$ cat src/rtl/sfm_pkg.sv
package sfm_pkg;
  typedef enum logic [2:0] {
    ST_GAP,    // deselected, minimum high time
    ST_IDLE,   // deselected, waiting for data
    ST_BIT,    // shifting
    ST_STALL,  // byte done, rx queue full
    ST_BACK    // back porch before release
  } sfm_state_e;
endpackage

$ cat src/rtl/sfm_fifo.sv
module sfm_fifo #(
  parameter int WIDTH = 8,
  parameter int DEPTH = 4
) (
  input  logic             clk_i,
  input  logic             rst_ni,
  input  logic             wr_valid_i,
  input  logic [WIDTH-1:0] wr_data_i,
  output logic             wr_ready_o,
  output logic             rd_valid_o,
  output logic [WIDTH-1:0] rd_data_o,
  input  logic             rd_ready_i
);
  localparam int PTR_W = (DEPTH > 1) ? $clog2(DEPTH) : 1;
  localparam int CNT_W = $clog2(DEPTH + 1);

  logic [WIDTH-1:0] mem_q [DEPTH];
  logic [PTR_W-1:0] wptr_q, rptr_q;
  logic [CNT_W-1:0] cnt_q;
  logic             wr_en, rd_en;

  assign wr_ready_o = (cnt_q != CNT_W'(DEPTH));
  assign rd_valid_o = (cnt_q != '0);
  assign rd_data_o  = mem_q[rptr_q];
  assign wr_en      = wr_valid_i && wr_ready_o;
  assign rd_en      = rd_ready_i && rd_valid_o;

  function automatic logic [PTR_W-1:0] nxt(input logic [PTR_W-1:0] p);
    return (p == PTR_W'(DEPTH - 1)) ? '0 : p + 1'b1;
  endfunction

  always_ff @(posedge clk_i or negedge rst_ni) begin
    if (!rst_ni) begin
      wptr_q <= '0;
      rptr_q <= '0;
      cnt_q  <= '0;
    end else begin
      if (wr_en) wptr_q <= nxt(wptr_q);
      if (rd_en) rptr_q <= nxt(rptr_q);
      if (wr_en && !rd_en)      cnt_q <= cnt_q + 1'b1;
      else if (rd_en && !wr_en) cnt_q <= cnt_q - 1'b1;
    end
  end

  always_ff @(posedge clk_i) begin
    if (wr_en) mem_q[wptr_q] <= wr_data_i;
  end

  AST_FIFO_BOUND: assert property (@(posedge clk_i) disable iff (!rst_ni)
    (!wr_ready_o && !(rd_ready_i && rd_valid_o)) |=> !wr_ready_o);
endmodule

$ cat src/rtl/sfm_engine.sv
module sfm_engine
  import sfm_pkg::*;
#(
  parameter int FRAME_W    = 8,
  parameter int PORCH_CLKS = 2
) (
  input  logic               clk_i,
  input  logic               rst_ni,
  input  logic               tx_valid_i,
  input  logic [FRAME_W-1:0] tx_data_i,
  output logic               tx_pop_o,
  input  logic               rx_full_i,
  output logic               rx_push_o,
  output logic [FRAME_W-1:0] rx_data_o,
  input  logic               miso_i,
  output logic               sck_o,
  output logic               mosi_o,
  output logic               cs_no
);
  localparam int BIT_W = $clog2(FRAME_W);
  localparam int PC_W  = (PORCH_CLKS > 1) ? $clog2(PORCH_CLKS) : 1;

  sfm_state_e         state_q;
  logic [1:0]         ph_q;
  logic [BIT_W-1:0]   bit_q;
  logic [PC_W-1:0]    porch_q;
  logic [FRAME_W-1:0] tx_sh_q, rx_sh_q;
  logic               last_bit, byte_done, porch_end;

  assign last_bit  = (state_q == ST_BIT) && (ph_q == 2'd3) && (bit_q == '0);
  assign byte_done = last_bit || (state_q == ST_STALL);
  assign porch_end = (porch_q == PC_W'(PORCH_CLKS - 1));
  assign rx_push_o = byte_done && !rx_full_i;
  assign tx_pop_o  = tx_valid_i && ((state_q == ST_IDLE) || rx_push_o);
  assign rx_data_o = rx_sh_q;

  assign sck_o  = (state_q == ST_BIT) && ph_q[1];
  assign mosi_o = (state_q == ST_BIT) && tx_sh_q[FRAME_W-1];
  assign cs_no  = !((state_q == ST_BIT) || (state_q == ST_STALL) || (state_q == ST_BACK));

  always_ff @(posedge clk_i or negedge rst_ni) begin
    if (!rst_ni) begin
      state_q <= ST_GAP;
      ph_q    <= '0;
      bit_q   <= '0;
      porch_q <= '0;
      tx_sh_q <= '0;
      rx_sh_q <= '0;
    end else begin
      unique case (state_q)
        ST_GAP, ST_BACK: begin
          if (porch_end) begin
            porch_q <= '0;
            state_q <= (state_q == ST_GAP) ? ST_IDLE : ST_GAP;
          end else begin
            porch_q <= porch_q + 1'b1;
          end
        end
        ST_BIT: begin
          if (ph_q == 2'd2) rx_sh_q <= {rx_sh_q[FRAME_W-2:0], miso_i};
          if (ph_q != 2'd3) begin
            ph_q <= ph_q + 2'd1;
          end else if (bit_q != '0) begin
            ph_q    <= '0;
            bit_q   <= bit_q - 1'b1;
            tx_sh_q <= tx_sh_q << 1;
          end
        end
        default: ;
      endcase
      if (byte_done) begin
        if (rx_full_i) begin
          state_q <= ST_STALL;
        end else if (!tx_valid_i) begin
          state_q <= ST_BACK;
          porch_q <= '0;
        end
      end
      if (tx_pop_o) begin
        state_q <= ST_BIT;
        tx_sh_q <= tx_data_i;
        ph_q    <= '0;
        bit_q   <= BIT_W'(FRAME_W - 1);
      end
    end
  end

  AST_SCK_DESELECTED: assert property (@(posedge clk_i) disable iff (!rst_ni)
    cs_no |-> !sck_o);
  AST_MOSI_HOLD: assert property (@(posedge clk_i) disable iff (!rst_ni)
    (sck_o && $past(sck_o)) |-> $stable(mosi_o));
  AST_CS_MIN_HIGH: assert property (@(posedge clk_i) disable iff (!rst_ni)
    $rose(cs_no) |=> cs_no);
  AST_BACK_PORCH: assert property (@(posedge clk_i) disable iff (!rst_ni)
    $rose(cs_no) |-> $past(!sck_o));
  AST_STALL_PARK: assert property (@(posedge clk_i) disable iff (!rst_ni)
    (state_q == ST_STALL && rx_full_i) |=> (!sck_o && !cs_no));
endmodule

$ cat src/rtl/spi_fifo_master.sv
module spi_fifo_master #(
  parameter int FRAME_W    = 8,
  parameter int FIFO_DEPTH = 4,
  parameter int PORCH_CLKS = 2
) (
  input  logic               clk_i,
  input  logic               rst_ni,
  input  logic               tx_valid_i,
  input  logic [FRAME_W-1:0] tx_data_i,
  output logic               tx_ready_o,
  output logic               rx_valid_o,
  output logic [FRAME_W-1:0] rx_data_o,
  input  logic               rx_ready_i,
  output logic               sck_o,
  output logic               mosi_o,
  input  logic               miso_i,
  output logic               cs_no,
  output logic               busy_o
);
  logic               txq_valid, tx_pop, rxq_ready, rx_push;
  logic [FRAME_W-1:0] txq_data, rx_word;

  sfm_fifo #(.WIDTH(FRAME_W), .DEPTH(FIFO_DEPTH)) i_tx_fifo (
    .clk_i, .rst_ni,
    .wr_valid_i(tx_valid_i), .wr_data_i(tx_data_i), .wr_ready_o(tx_ready_o),
    .rd_valid_o(txq_valid),  .rd_data_o(txq_data),  .rd_ready_i(tx_pop)
  );

  sfm_fifo #(.WIDTH(FRAME_W), .DEPTH(FIFO_DEPTH)) i_rx_fifo (
    .clk_i, .rst_ni,
    .wr_valid_i(rx_push),    .wr_data_i(rx_word),   .wr_ready_o(rxq_ready),
    .rd_valid_o(rx_valid_o), .rd_data_o(rx_data_o), .rd_ready_i(rx_ready_i)
  );

  sfm_engine #(.FRAME_W(FRAME_W), .PORCH_CLKS(PORCH_CLKS)) i_engine (
    .clk_i, .rst_ni,
    .tx_valid_i(txq_valid), .tx_data_i(txq_data), .tx_pop_o(tx_pop),
    .rx_full_i(!rxq_ready), .rx_push_o(rx_push),  .rx_data_o(rx_word),
    .miso_i, .sck_o, .mosi_o, .cs_no
  );

  assign busy_o = !cs_no;

  AST_TX_POP_NONEMPTY: assert property (@(posedge clk_i) disable iff (!rst_ni)
    tx_pop |-> txq_valid);
endmodule

$ cat config.mk
export PLATFORM = sky130hd
export DESIGN_NAME = spi_fifo_master
export DESIGN_NICKNAME = d
export VERILOG_FILES = /design/src/rtl/sfm_pkg.sv /design/src/rtl/sfm_fifo.sv /design/src/rtl/sfm_engine.sv /design/src/rtl/spi_fifo_master.sv
export SDC_FILE = /design/constraint.sdc
export NUM_CORES = 1
export LEC_CHECK = 0
export ABC_AREA = 1
export BUFFER_PORTS_ARGS = -buffer_cell sky130_fd_sc_hd__buf_2
export CORE_MARGIN = 2
export CORE_UTILIZATION = 54
export CTS_CLUSTER_SIZE = 25
export DETAILED_ROUTE_END_ITERATION = 8
export GPL_TIMING_DRIVEN = 0
export PLACE_DENSITY = 0.75
export SLEW_MARGIN = 40
export SYNTH_ARGS = -nofsm -noshare
export SYNTH_HDL_FRONTEND = slang
export SYNTH_SLANG_ARGS = --single-unit
$ cat constraint.sdc
create_clock -name clk_i -period 2.17 [get_ports clk_i]
set_input_delay 0.3255 -clock clk_i [delete_from_list [all_inputs] [get_ports clk_i]]
set_output_delay 0.3255 -clock clk_i [all_outputs]
set_load 0.01 [all_outputs]
Word-level counts from Yosys, hierarchy flattened
Memory sizes are Yosys's and may differ from the RTL's.
Cells that the tools add are included.
- $add $sub $neg: 11
- multiply operators: 0
- div/mod/pow operators: 0
- magnitude comparators: 0
- equality and inequality tests: 14
- shifts and indexed selects: 0
- mux-type cells: 36
- bitwise gates (word level): 0
- reductions and logical operators: 37
- operators with widths (cell ; number):
    3-bit two-way mux ; 14
    8-bit two-way mux ; 4
    2-bit two-way mux ; 8
    1-bit logical AND ; 14
    2-bit == test, second input constant ; 6
    3-bit nonzero test ; 4
    2-bit by 1-bit adder with 2-bit output, second input constant ; 5
    1-bit two-way mux ; 10
    3-bit by 1-bit subtractor with 3-bit output, second input constant ; 3
    2-bit nonzero test ; 4
    3-bit by 1-bit adder with 3-bit output, second input constant ; 2
    3-bit by 2-bit == test with 1-bit output, second input constant ; 2
    3-bit logical NOT ; 2
    3-bit inequality test, second input constant ; 2
    1-bit logical NOT ; 5
    1-bit logical OR ; 4
    2-bit inequality test, second input constant ; 2
    2-bit AND reduction ; 2
    3-bit by 1-bit == test with 1-bit output, second input constant ; 1
    3-bit == test, second input constant ; 1
    3-bit AND reduction ; 1
    2-bit OR reduction ; 1
    1-bit adder, second input constant ; 1
- flip-flop bits (word level): 39
- bits in latches: 0
- bits in writable memories: 64
- bits in read-only memories: 0
- input port bits: 13
- output and inout bits: 14
- logic and storage cells: 112
- memories kept: 2
- memory list (name ; words ; bits a word ; read ports ; clocked after memory_dff ; write ports ; line ; RTL):
    i_rx_fifo.mem_q ; 4 ; 8 ; 1 ; 0 ; 1 ; sfm_fifo.sv:17 ; logic [WIDTH-1:0] mem_q [DEPTH];
    i_tx_fifo.mem_q ; 4 ; 8 ; 1 ; 0 ; 1 ; sfm_fifo.sv:17 ;

Depth between registers and ports, before layout
- word-level depth: 11
- gate-level depth with buffers: 14
- mapped depth without buffers: 13

By module
Synthesis repeated with hierarchy kept, for this count alone.
- cells, all modules: 469
- area, all modules: 4867.2 um^2
- by module, submodules not included (module ; instances ; cells an instance ; area each (um^2) ; sequential area each (um^2)):
    sfm_fifo at i_tx_fifo ; 1 ; 152 ; 1761.7 ; 1136.1
    sfm_fifo at i_rx_fifo ; 1 ; 152 ; 1756.7 ; 1136.1
    sfm_engine ; 1 ; 163 ; 1341.3 ; 625.6
    spi_fifo_master ; 1 ; 2 ; 7.5 ; 0.0

Least setup slack after synthesis
No wires, ideal clock.
- path type: register to register
- start point: register i_engine.ph_q[0]
- end point: register i_tx_fifo.cnt_q[2]
- setup time: 0.131 ns
- arrival: 2.184 ns
- required time: 2.039 ns
- path slack: -0.145 ns
- cell stages (with the launch flop): 14
- path buffers: 1
- period minus slack after synthesis: 2.315 ns
- cells stage by stage: dfrtp_1 > ha_1 > nand3_1 > nand2_2 > nand3_4 > nand2_4 > nand2_4 > buf_6 > ha_1 > inv_1 > fa_1 > a21oi_1 > o21ai_0 > xor2_1
- cells in the longest elaborated chain, start to end: 11
- elaborated cells on any way between the ends: 13
- classes of those cells: eq/ne: 1; mux: 1; reduce/logical: 11
- RTL lines (element ; line ; RTL):
    start: declaration ; sfm_engine.sv:24 ; logic [1:0] ph_q;
    start signal: assignment ; sfm_engine.sv:62 ; ph_q <= ph_q + 2'd1;
    2-bit == test (*) ; sfm_engine.sv:30 ; assign last_bit = (state_q == ST_BIT) && (ph_q == 2'd3) && (bit_q == '0);
    1-bit logical AND (*) (2 in series) ; sfm_engine.sv:30 ;
    1-bit logical OR (*) ; sfm_engine.sv:31 ; assign byte_done = last_bit || (state_q == ST_STALL);
    1-bit logical AND (*) ; sfm_engine.sv:33 ; assign rx_push_o = byte_done && !rx_full_i;
    1-bit logical OR (*) ; sfm_engine.sv:34 ; assign tx_pop_o = tx_valid_i && ((state_q == ST_IDLE) || rx_push_o);
    1-bit logical AND (*) ; sfm_engine.sv:34 ;
    1-bit logical AND (*) ; sfm_fifo.sv:26 ; assign rd_en = rd_ready_i && rd_valid_o;
    1-bit logical NOT ; sfm_fifo.sv:40 ; if (wr_en && !rd_en) cnt_q <= cnt_q + 1'b1;
    1-bit logical AND ; sfm_fifo.sv:40 ;
    3-bit two-way mux or 2-bit nonzero test (tied branches) ; -- ;
    end signal: assignment ; sfm_fifo.sv:40 ;
    end signal: assignment ; sfm_fifo.sv:41 ; else if (rd_en && !wr_en) cnt_q <= cnt_q - 1'b1;
    end: declaration ; sfm_fifo.sv:19 ; logic [CNT_W-1:0] cnt_q;
Every way passes the cells marked *; elsewhere a longest branch is shown, timed or not.
A chain may end at the register's enable or synchronous reset.

Final worst setup path
Ends and elaborated chain as after synthesis.

==> flow_summary.yaml <==
outcome:
  outcome: "complete, no violations"
pwr:
  power_density_nw_per_um2: 1415
  internal-power_mw: 4.503
  swShare_pct: 38.78
  switchingPower_mw: 2.852
  clockPowerShare_pct: 16.6
  total_power_mw: 7.355
  seq_power_share_pct: 42.1
  p_leak_nw: 2.231
  vdd_ir_drop_max_mv: 0.8000
  p_comb_share_pct: 41.4
critical_path:
  critPathLaunchType: "register"
  crit_top_cell: "nand2_8"
  cp-end-kind: "register"
  crit_buf_inv: 1
  cp_slowest_cell: "dfrtp_1"
  slowest_delay_ns: 0.41
  critPathArrivalTime_ns: 2.37
  cp_max_fo: 8
  critical_path.cell_chain: "ha_2, nand3_2, nand2_2, nand3_4, nand2_8, nand2_8, ha_4, inv_2, fa_2, a21oi_2, o21ai_2, xor2_1"
  critPathTopFamily: "adder cells"
  critical_path_class: "reg2reg"
  cp.required_ns: 2.43
finish:
  final_nets: 498
  antennaDiodeCount: 0
  final_area_um2: 5199
  layout_common_cells: "88 x nand2_1, 64 x edfxtp_1, 39 x dfrtp_1"
  final_cells: 577
  drive_gt1_share_pct: 22.88
  final_common_cell: "nand2_1"
  areaGrowthSynthToFinish_pct: 14.59
global_routing:
  groute.usage.overall_pct: 19.13
  grt-ovfl-total: 0
  grt_pass1_vias: 2899
  antenna_found_initial: 0
  met3_usage_pct: 4.743
  top_usage_layer: "met2"
  grt_max_degree: 40
  grt_pass1_wl_mm: 12.99
  use_met2_pct: 35.31
  grt_use_met1_pct: 21.01
routing:
  via_per_inst: 5.165
  drt_iter0_drc: 148
  drt_wl_total_mm: 8.033
  firstDrtPassIters: 4
  remaining_drc_errors: 0
  post_drt_wl_per_cell_um: 13.92
  dr_total_vias: 2980
  ant_nets: 0
clock_network:
  path_clk_slew_ns: 0.10
  insertion_delay_ns: 0.38
  cts_tree: "yes"
  h-tree-depth: 3
  cts_root_buf: "clkbuf_8"
  cts_made_buffers: 9
  cts_sinks: 103
  cts.path.max_buffers: 2
yosys:
  synth_top_area_share_pct: 42.36
  synth-adder-area-share_pct: 5.295
  yosys_register_bits: 103
  synth-compound-area-share_pct: 5.516
  ys_warn_count: 0
  syn_inst: 415
  synth.cell_area_um2: 4537
  synthFlopType: "edfxtp_1"
  yosysTopAreaCell: "edfxtp_1"
  synth-edff-count: 64
  synth_xor_area_share_pct: 0.9653
  synthMuxAreaShare_pct: 1.986
  synth.area.top_cells: "edfxtp_1 42%, dfrtp_1 22%, nand2_1 7.3%, ha_1 4.4%, nand3_1 4.2%"
  post_synth.cell_area_avg_um2: 10.93
  synth.lib_cells_used.distinct: 28
  synth-simple-area-share_pct: 17.10
  synth_top_family_by_area: "simple AND/OR/NAND/NOR gates"
  synth_nets: 446
  seq_area_frac_synth_pct: 63.87
  async_flop_share_pct: 37.86
die:
  fp.dieArea_um2: 9151
  coreArea_um2: 8175
  die-height_um: 95.66
  die_w_um: 95.66
  pin_count: 27
  initial_core_util_pct: 55.49
  rows: 33
sta:
  hold_viol: 0
  worst_slew_pin_slew_ns: 0.7783
  min_period_ns: 2.104
  setup_viol: 0
  report.final.slew_viol_count: 0
  rsz0062_at_grt: "yes"
  relSlewSlack_pct: 47.92
  finClkSkew_ns: 0.01295
  setup_ws_ns: 0.06595
  holdWs_ns: 0.1602
  timing.fmax_ghz: 0.4753
  fin_crit_sh_pct: 96.96
placement:
  dpl.hpwl_mm: 5.331
  place_inst: 546
  gp_congestion: 0.7976
  dpl-instance-area_um2: 4826
  portBuffers: 26
  dp_worst_setup_slack_ns: -0.1909
worst_hold_path:
  hold_path.class: "in2reg"
flow_run:
  cap_viol_max_count: 0
[synth_stat cells (2+ instances only)]
master    number
nand3_1       38
dfrtp_1       39
o21ai_0       30
xor2_1         3
inv_2          4
xnor2_1        2
a21oi_1        6
fa_1           2
buf_2          5
o22ai_1        9
inv_1         40
buf_6          3
mux2_2         8
nor2_1        39
nand2_1       88
nand2_2        7
nand2_4        2
edfxtp_1      64
ha_1          16
clkbuf_1       2
[worst reg2reg max path: stages (launching register included)]
cell,delay (ns)
dfrtp_1,0.41
ha_2,0.21
nand3_2,0.09
nand2_2,0.07
nand3_4,0.14
nand2_8,0.08
nand2_8,0.09
ha_4,0.13
inv_2,0.05
fa_2,0.37
a21oi_2,0.16
o21ai_2,0.07
xor2_1,0.14
[layer usage]
metal,part of all wire [%],routed length (um)
met4,1.3,103
met2,54,4323
met3,4.2,340
met1,41,3266
met5,0,0
[per-stage QoR]
stage / TNS, ns / utilization (%)
6_report: 0 / 63.59
5_1_grt: -0.05551 / 63.59
4_1_cts: 0 / 62.37
3_5_place_dp: -0.5431 / 59.03
3_3_place_gp: -0.3734 / 59.00
2_1_floorplan: 0 / -
[path summary, 6_finish.rpt]
kind                                           from                    end  slack (ns)  cells past startpoint
min in group asynchronous                    rst_ni     i_rx_fifo.cnt_q[1]        0.45                      2
worst min register to register  i_engine.tx_sh_q[0]    i_engine.tx_sh_q[0]        0.51                      2
worst max-delay path               i_engine.ph_q[0]     i_tx_fifo.cnt_q[2]        0.07                     12
max in group asynchronous                    rst_ni    i_engine.tx_sh_q[1]        1.36                      2
worst max register to register     i_engine.ph_q[0]     i_tx_fifo.cnt_q[2]        0.07                     12
worst min-delay path                   tx_data_i[2]  i_tx_fifo.mem_q[2][2]        0.16                      1
[cell families (layout without fill, tap and decap cells)]
logic type / Yosys count / in the layout
buffers and inverters: 55 / 112
and+or+nand+nor: 179 / 179
xor gates and xnor gates: 5 / 5
AOI/OAI and AO/OA: 47 / 47
adders and majority gates: 18 / 18
muxes: 8 / 8
DFF: 103 / 103
[power groups by stage]
stage	logic, mW	registers, mW	clock network [mW]
global placement	2.64	3.11	0
finish	3.04	3.09	1.22
detailed placement	2.76	3.13	0
floorplan	2.05	3.03	0
global route	3.45	3.17	1.31
CTS	2.88	3.09	1.24
[sequential cells by signal, indices dropped and copies added (netlist names), 3 cells and up]
name / cells
i_rx_fifo.mem_q: 32
i_tx_fifo.cnt_q: 3
i_engine.rx_data_o: 8
i_engine.tx_sh_q: 8
i_engine.bit_q: 3
i_tx_fifo.mem_q: 32
i_rx_fifo.cnt_q: 3
i_engine.state_q: 3
[layout make-up]
| cell class | instances | area (um2) |
|---|---|---|
| clock inverter | 7 | 76.32 |
| fill | 643 | 2977 |
| tap | 105 | 131.4 |
| sequential | 103 | 2898 |
| multi-input combinational | 257 | 1476 |
| clock buffer | 9 | 123.9 |
| buffer | 10 | 66.31 |
| inverter | 44 | 171.4 |
| timing repair buffer | 42 | 255.2 |
[repair_timing]
action,4_1_cts,5_1_grt
resized for setup,10,9
cloned,0,0
setup buffers,6,9
hold buffers,1,0
setup endpoints to repair,7,36
hold endpoints to repair,39,0
pin swaps,2,5
(Power assumes the default switching activity.)
